==> config.mk <==
export PLATFORM = sky130hd
export DESIGN_NAME = smt_fetch_pick
export DESIGN_NICKNAME = d
export VERILOG_FILES = /design/src/rtl/smt_fp_pkg.sv /design/src/rtl/smt_fp_ctr.sv /design/src/rtl/smt_fp_watch.sv /design/src/rtl/smt_fp_pick.sv /design/src/rtl/smt_fetch_pick.sv
export SDC_FILE = /design/constraint.sdc
export NUM_CORES = 1
export LEC_CHECK = 0
export ABC_AREA = 0
export ABC_CLOCK_PERIOD_IN_PS = 2800
export BUFFER_PORTS_ARGS = -buffer_cell sky130_fd_sc_hd__buf_2
export CAP_MARGIN = 15
export CORE_MARGIN = 2
export CORE_UTILIZATION = 35
export DETAILED_ROUTE_END_ITERATION = 8
export SETUP_SLACK_MARGIN = 0.15
export SLEW_MARGIN = 0
export SYNTH_ARGS = -nofsm -noshare
export SYNTH_HDL_FRONTEND = slang
export SYNTH_SLANG_ARGS = --single-unit
==> constraint.sdc <==
create_clock -name clk -period 2.8 [get_ports clk]
set_input_delay 0.42 -clock clk [delete_from_list [all_inputs] [get_ports clk]]
set_output_delay 0.42 -clock clk [all_outputs]
set_load 0.01 [all_outputs]
==> src/rtl/smt_fp_pkg.sv <==
package smt_fp_pkg;
   localparam int unsigned NTHR = 2;

   // How the current grant was decided
   typedef enum logic [1:0] {
      WIN_NONE  = 2'd0,
      WIN_COUNT = 2'd1,
      WIN_PRIO  = 2'd2,
      WIN_TURN  = 2'd3
   } win_e;
endpackage

==> src/rtl/smt_fp_ctr.sv <==
module smt_fp_ctr #(
   parameter int CNT_W = 6,
   parameter int AMT_W = 3
) (
   input  logic             clk,
   input  logic             rst_n,
   input  logic [AMT_W-1:0] add_i,
   input  logic [AMT_W-1:0] sub_a_i,
   input  logic [AMT_W-1:0] sub_b_i,
   output logic [CNT_W-1:0] cnt_o
);
   localparam int SW = ((CNT_W > AMT_W) ? CNT_W : AMT_W) + 2;
   localparam logic [SW-1:0] CMAX = SW'((1 << CNT_W) - 1);

   logic [SW-1:0] up, dn, diff;
   logic [CNT_W-1:0] nxt;

   always_comb begin
      up   = SW'(cnt_o) + SW'(add_i);
      dn   = SW'(sub_a_i) + SW'(sub_b_i);
      diff = up - dn;
      if (dn >= up)        nxt = '0;
      else if (diff > CMAX) nxt = CMAX[CNT_W-1:0];
      else                 nxt = diff[CNT_W-1:0];
   end

   always_ff @(posedge clk or negedge rst_n) begin
      if (!rst_n) cnt_o <= '0;
      else        cnt_o <= nxt;
   end
endmodule

==> src/rtl/smt_fp_watch.sv <==
module smt_fp_watch #(
   parameter int ADDR_W  = 32,
   parameter int LINE_LG = 6
) (
   input  logic              clk,
   input  logic              rst_n,
   input  logic              arm_i,
   input  logic [ADDR_W-1:0] arm_addr_i,
   input  logic              quiesce_i,
   input  logic              wr_valid_i,
   input  logic [ADDR_W-1:0] wr_addr_i,
   output logic              asleep_o
);
   localparam int TAG_W = ADDR_W - LINE_LG;

   logic             armed_q, armed_n, sleep_n, hit;
   logic [TAG_W-1:0] tag_q;

   always_comb begin
      hit     = wr_valid_i && armed_q && (wr_addr_i[ADDR_W-1:LINE_LG] == tag_q);
      armed_n = arm_i ? 1'b1 : (hit ? 1'b0 : armed_q);
      sleep_n = (hit && !arm_i) ? 1'b0 : (asleep_o || (quiesce_i && armed_n));
   end

   always_ff @(posedge clk or negedge rst_n) begin
      if (!rst_n) begin
         armed_q  <= 1'b0;
         asleep_o <= 1'b0;
         tag_q    <= '0;
      end else begin
         armed_q  <= armed_n;
         asleep_o <= sleep_n;
         if (arm_i) tag_q <= arm_addr_i[ADDR_W-1:LINE_LG];
      end
   end
endmodule

==> src/rtl/smt_fp_pick.sv <==
module smt_fp_pick
   import smt_fp_pkg::*;
#(
   parameter int CNT_W  = 6,
   parameter int PRIO_W = 2,
   parameter int OCC_W  = 5,
   parameter int HALF   = 8
) (
   input  logic [1:0]         act_i,
   input  logic [1:0]         asleep_i,
   input  logic [2*OCC_W-1:0] occ_i,
   input  logic [2*CNT_W-1:0] cnt_i,
   input  logic [2*PRIO_W-1:0] prio_i,
   input  logic               turn_i,
   output logic               valid_o,
   output logic               tid_o,
   output win_e               win_o
);
   localparam logic [OCC_W-1:0] LIM = OCC_W'(HALF);

   logic [1:0] elig;

   for (genvar t = 0; t < 2; t++) begin : g_elig
      assign elig[t] = act_i[t] && !asleep_i[t] &&
                       !(act_i[1-t] && (occ_i[t*OCC_W +: OCC_W] >= LIM));
   end

   logic [CNT_W-1:0]  c0, c1;
   logic [PRIO_W-1:0] p0, p1;
   assign c0 = cnt_i[CNT_W-1:0];
   assign c1 = cnt_i[2*CNT_W-1:CNT_W];
   assign p0 = prio_i[PRIO_W-1:0];
   assign p1 = prio_i[2*PRIO_W-1:PRIO_W];

   always_comb begin
      valid_o = |elig;
      tid_o   = 1'b0;
      win_o   = WIN_NONE;
      if (elig == 2'b01)      tid_o = 1'b0;
      else if (elig == 2'b10) tid_o = 1'b1;
      else if (elig == 2'b11) begin
         if (c0 != c1) begin
            tid_o = (c1 < c0);
            win_o = WIN_COUNT;
         end else if (p0 != p1) begin
            tid_o = (p1 > p0);
            win_o = WIN_PRIO;
         end else begin
            tid_o = turn_i;
            win_o = WIN_TURN;
         end
      end
   end
endmodule

==> src/rtl/smt_fetch_pick.sv <==
module smt_fetch_pick
   import smt_fp_pkg::*;
#(
   parameter int CNT_W   = 6,
   parameter int AMT_W   = 3,
   parameter int PRIO_W  = 2,
   parameter int ADDR_W  = 32,
   parameter int LINE_LG = 6,
   parameter int QDEPTH  = 16,
   localparam int OCC_W  = $clog2(QDEPTH + 1)
) (
   input  logic                  clk,
   input  logic                  rst_n,
   input  logic [1:0]            thr_active_i,
   input  logic [2*PRIO_W-1:0]   thr_prio_i,
   input  logic [2*AMT_W-1:0]    fetch_amt_i,
   input  logic [2*AMT_W-1:0]    commit_amt_i,
   input  logic [2*AMT_W-1:0]    squash_amt_i,
   input  logic [2*OCC_W-1:0]    q_occ_i,
   input  logic [1:0]            arm_i,
   input  logic [2*ADDR_W-1:0]   arm_addr_i,
   input  logic [1:0]            quiesce_i,
   input  logic                  snoop_valid_i,
   input  logic [ADDR_W-1:0]     snoop_addr_i,
   output logic                  sel_valid_o,
   output logic                  sel_tid_o,
   output logic [2*CNT_W-1:0]    inflight_o,
   output logic [1:0]            asleep_o
);
   localparam int HALF = QDEPTH / 2;

   if (CNT_W < 2) begin : g_bad_cnt
      $error("CNT_W must be at least 2");
   end
   if (LINE_LG >= ADDR_W) begin : g_bad_line
      $error("LINE_LG must be below ADDR_W");
   end
   if (QDEPTH < 2 || (QDEPTH % 2) != 0) begin : g_bad_depth
      $error("QDEPTH must be even and at least 2");
   end

   for (genvar t = 0; t < NTHR; t++) begin : g_thr
      smt_fp_ctr #(.CNT_W(CNT_W), .AMT_W(AMT_W)) i_ctr (
         .clk    (clk),
         .rst_n  (rst_n),
         .add_i  (fetch_amt_i [t*AMT_W +: AMT_W]),
         .sub_a_i(commit_amt_i[t*AMT_W +: AMT_W]),
         .sub_b_i(squash_amt_i[t*AMT_W +: AMT_W]),
         .cnt_o  (inflight_o  [t*CNT_W +: CNT_W])
      );
      smt_fp_watch #(.ADDR_W(ADDR_W), .LINE_LG(LINE_LG)) i_watch (
         .clk       (clk),
         .rst_n     (rst_n),
         .arm_i     (arm_i[t]),
         .arm_addr_i(arm_addr_i[t*ADDR_W +: ADDR_W]),
         .quiesce_i (quiesce_i[t]),
         .wr_valid_i(snoop_valid_i),
         .wr_addr_i (snoop_addr_i),
         .asleep_o  (asleep_o[t])
      );
   end

   logic turn_q;
   win_e win;

   smt_fp_pick #(.CNT_W(CNT_W), .PRIO_W(PRIO_W), .OCC_W(OCC_W), .HALF(HALF)) i_pick (
      .act_i   (thr_active_i),
      .asleep_i(asleep_o),
      .occ_i   (q_occ_i),
      .cnt_i   (inflight_o),
      .prio_i  (thr_prio_i),
      .turn_i  (turn_q),
      .valid_o (sel_valid_o),
      .tid_o   (sel_tid_o),
      .win_o   (win)
   );

   always_ff @(posedge clk or negedge rst_n) begin
      if (!rst_n)                 turn_q <= 1'b0;
      else if (win == WIN_TURN)   turn_q <= !sel_tid_o;
   end
endmodule

==> reports/results.txt <==
Fin Setup TNS: 0 ns
Period utilisation layout: 94.3%
Largest net degree at the start of global routing: 44
EDFF count, synth: 0
Fraction of layout instances using a drive strength above 1: 46.2%
Crit Path Category: register to register
VDD IR max: 0.373 mV
Global-route wire length before repair: 17500 um
Mapped Area: 4480 um^2
Synth area leader: dfrtp_1
Leak pwr: 2.74 nW
Overflow after GRT: 0
Final HPWL from detailed placement: 8820 um
Status: finished, final reports clean
Share of the synthesized area in the top cell type: 38.6%
Unrepaired setup endpoints after global routing: true
Final setup fails: 0
Skew-Pair Late Insertion Delay: 0.32 ns
CTS hold repair buffers: 0
CTS tree: yes
# IOs: 153
Post-Synth Adder-Cell Area: 10.5%
Fin nets: 729
Register Area: 1730 um^2
Proportion of synthesized area in mux cells: 13.6%
MaxCap Viol Count: 0
Max frequency: 379 MHz
Final design utilization: 47.7%
Synth Warn #: 0
Vias per cell: 4.84
CTS sink cnt: 69
Critical path launch point type: register
CTS clk-pin slew, worst paths: 0.06 ns
Gpl congestion: 0.804
Number of global-route vias before repair: 3657
Yosys cell types: 57
DRT Pass-1 Iters: 4
Pwr/cell area: 1070 nW/um^2
Sequential area share after synthesis: 38.6%
Most used DFF post-synth: dfrtp_1
Crit path time final: 2.64 ns
Die area: 13700 um^2
Slew HR: 51.2%
Non-Filler Instances: 736
Synth Area in Compound Gates: 11.6%
DRT iter0 DRCs: 93
Filler Cells Inserted: 1192
Initial Util: 35.6%
Setup crit end kind: register
Largest family of logic cells by synthesized area: multiplexers
Die Width: 117 um
Crit-path max FO: 5
Clk root buf: clkbuf_16
Rows: 41
CTS Buffer Depth: 2
#FFs+latches synth: 69
Hold Crit Class: input pin to async pin
H-tree depth: 3
Layout Skew: 0.00394 ns
Ys async rst share: 100%
Cells after Synth: 405
Area grow syn2layout: 33.9%
WHS: 0.138 ns
Tightest Pin Transition: 0.732 ns
Synth Area in XOR/XNOR: 13.1%
WL/cell: 15.3 um
Post-DRT Antenna Nets: 0
Placed Instances: 712
TritonCTS Buffers: 9
Mapped Nets: 576
Die Height: 117 um
Pre-CTS WS: -0.0954 ns
Synth Area in Simple Gates: 8.92%
Area contributors post-synth: dfrtp_1 39%, mux2_2 13%, xnor2_1 8.4%
Most common cell after layout, fill and taps aside: buf_2
Total wire length: 11300 um
Worst EP arrival: 2.87 ns
Total track usage: 16.7%
Count of pins over their slew limit: 0
# port buffers: 128
Final WS setup: 0.160 ns
Residual DRC: 0
Multi-input gate area in the final layout: 2780 um^2
Req. time, crit path: 3.03 ns
Most frequent cells in the layout: 128 x buf_2, 69 x dfrtp_1, 53 x mux2_2, 42 x xnor2_1, 28 x inv_1
Antenna violations before repair: 2
Core ar.: 12600 um^2
Via count: 3561
Fin. Hold Viols: 0
Avg Inst Size Synth: 11.1 um^2
## report_power, final
group / switching (W) / internal [W] / total, W
sequential: 0.000190 / 0.00119 / 0.00138
combinational: 0.00192 / 0.00195 / 0.00386
clock: 0.000410 / 0.000761 / 0.00117
total: 0.00252 / 0.00390 / 0.00642
## cell families (layout without fill, tap and decap cells)
family                     Yosys count  in the layout
DFF                                 69             69
other                                0              1
buffers and inverters               41            199
xor gates and xnor gates            67             67
adders and majority gates           34             34
AOI/OAI and AO/OA                   69             69
and+or+nand+nor                     71             71
muxes                               54             54
## registers in the layout, summed over array words and instances (netlist names)
register,cells
g_thr.i_watch.tag_q,52
g_thr.i_watch.armed_q,2
turn_q,1
g_thr.i_ctr.cnt_o,12
g_thr.i_watch.asleep_o,2
## critical path, stage by stage (launching register included)
cell	delay [ns]
dfrtp_1	0.38
ha_2	0.19
inv_2	0.06
fa_2	0.45
fa_1	0.47
nand2b_4	0.17
o2bb2ai_4	0.16
a41oi_4	0.26
buf_4	0.16
o31ai_1	0.05
a22oi_1	0.18
## cells in the mapped netlist, types with 3 or more instances
cell / number
buf_4: 3
and3_1: 3
o22ai_1: 3
a21oi_1: 16
xnor2_1: 43
nor4_1: 8
nor3_1: 4
dfrtp_1: 69
nand4_1: 10
a21o_1: 7
fa_1: 6
o21a_1: 4
inv_1: 30
nand2_1: 9
ha_1: 28
nand2b_1: 5
nor2_1: 12
nor2b_1: 3
clkbuf_1: 5
nand3_1: 8
o21ai_0: 5
xor2_1: 24
mux2_2: 53
## metal layers
metal	wire length, um	GRT usage, %
met2	5540	29.5
met4	98	4.16
met1	4770	19.7
met5	0	0
met3	862	5.56
## metrics by stage
step / total power, W / area, um^2
6_report: 0.00642 / 5990
5_1_grt: 0.00691 / 5990
4_1_cts: 0.00577 / 5770
3_5_place_dp: 0.00452 / 5430
3_3_place_gp: 0.00441 / 5430
2_1_floorplan: 0.00348 / 4480
## layout make-up
cell class              count  share of cell area [%]
multi-input cells         295                    46.4
flip-flops and latches     69                    28.8
repair buffers            153                    14.1
clock buffers              13                    4.51
well taps                 172                    3.59
inverters                  30                    1.88
clock inverters             3                   0.710
diodes                      1                  0.0418
## final timing paths
kind | start | endpoint | slack (ns) | cells past startpoint
min | rst_n | g_thr[0].i_ctr.cnt_o[0] | 0.14 | 1
min in group clk | arm_addr_i[41] | g_thr[1].i_watch.tag_q[3] | 0.32 | 2
max in group asynchronous | rst_n | g_thr[0].i_watch.tag_q[10] | 1.99 | 2
min reg2reg | g_thr[1].i_watch.armed_q | g_thr[1].i_watch.armed_q | 0.51 | 1
max | g_thr[0].i_ctr.cnt_o[0] | g_thr[0].i_ctr.cnt_o[2] | 0.16 | 10
max reg2reg | g_thr[0].i_ctr.cnt_o[0] | g_thr[0].i_ctr.cnt_o[2] | 0.16 | 10
## timing repair
item	CTS	global route
resized for setup	4	29
pin swaps	1	18
setup buffers	0	7
endpoints found under the hold margin	0	0
setup endpoints to repair	8	11
No activity file was read; power rests on OpenSTA's default activity.
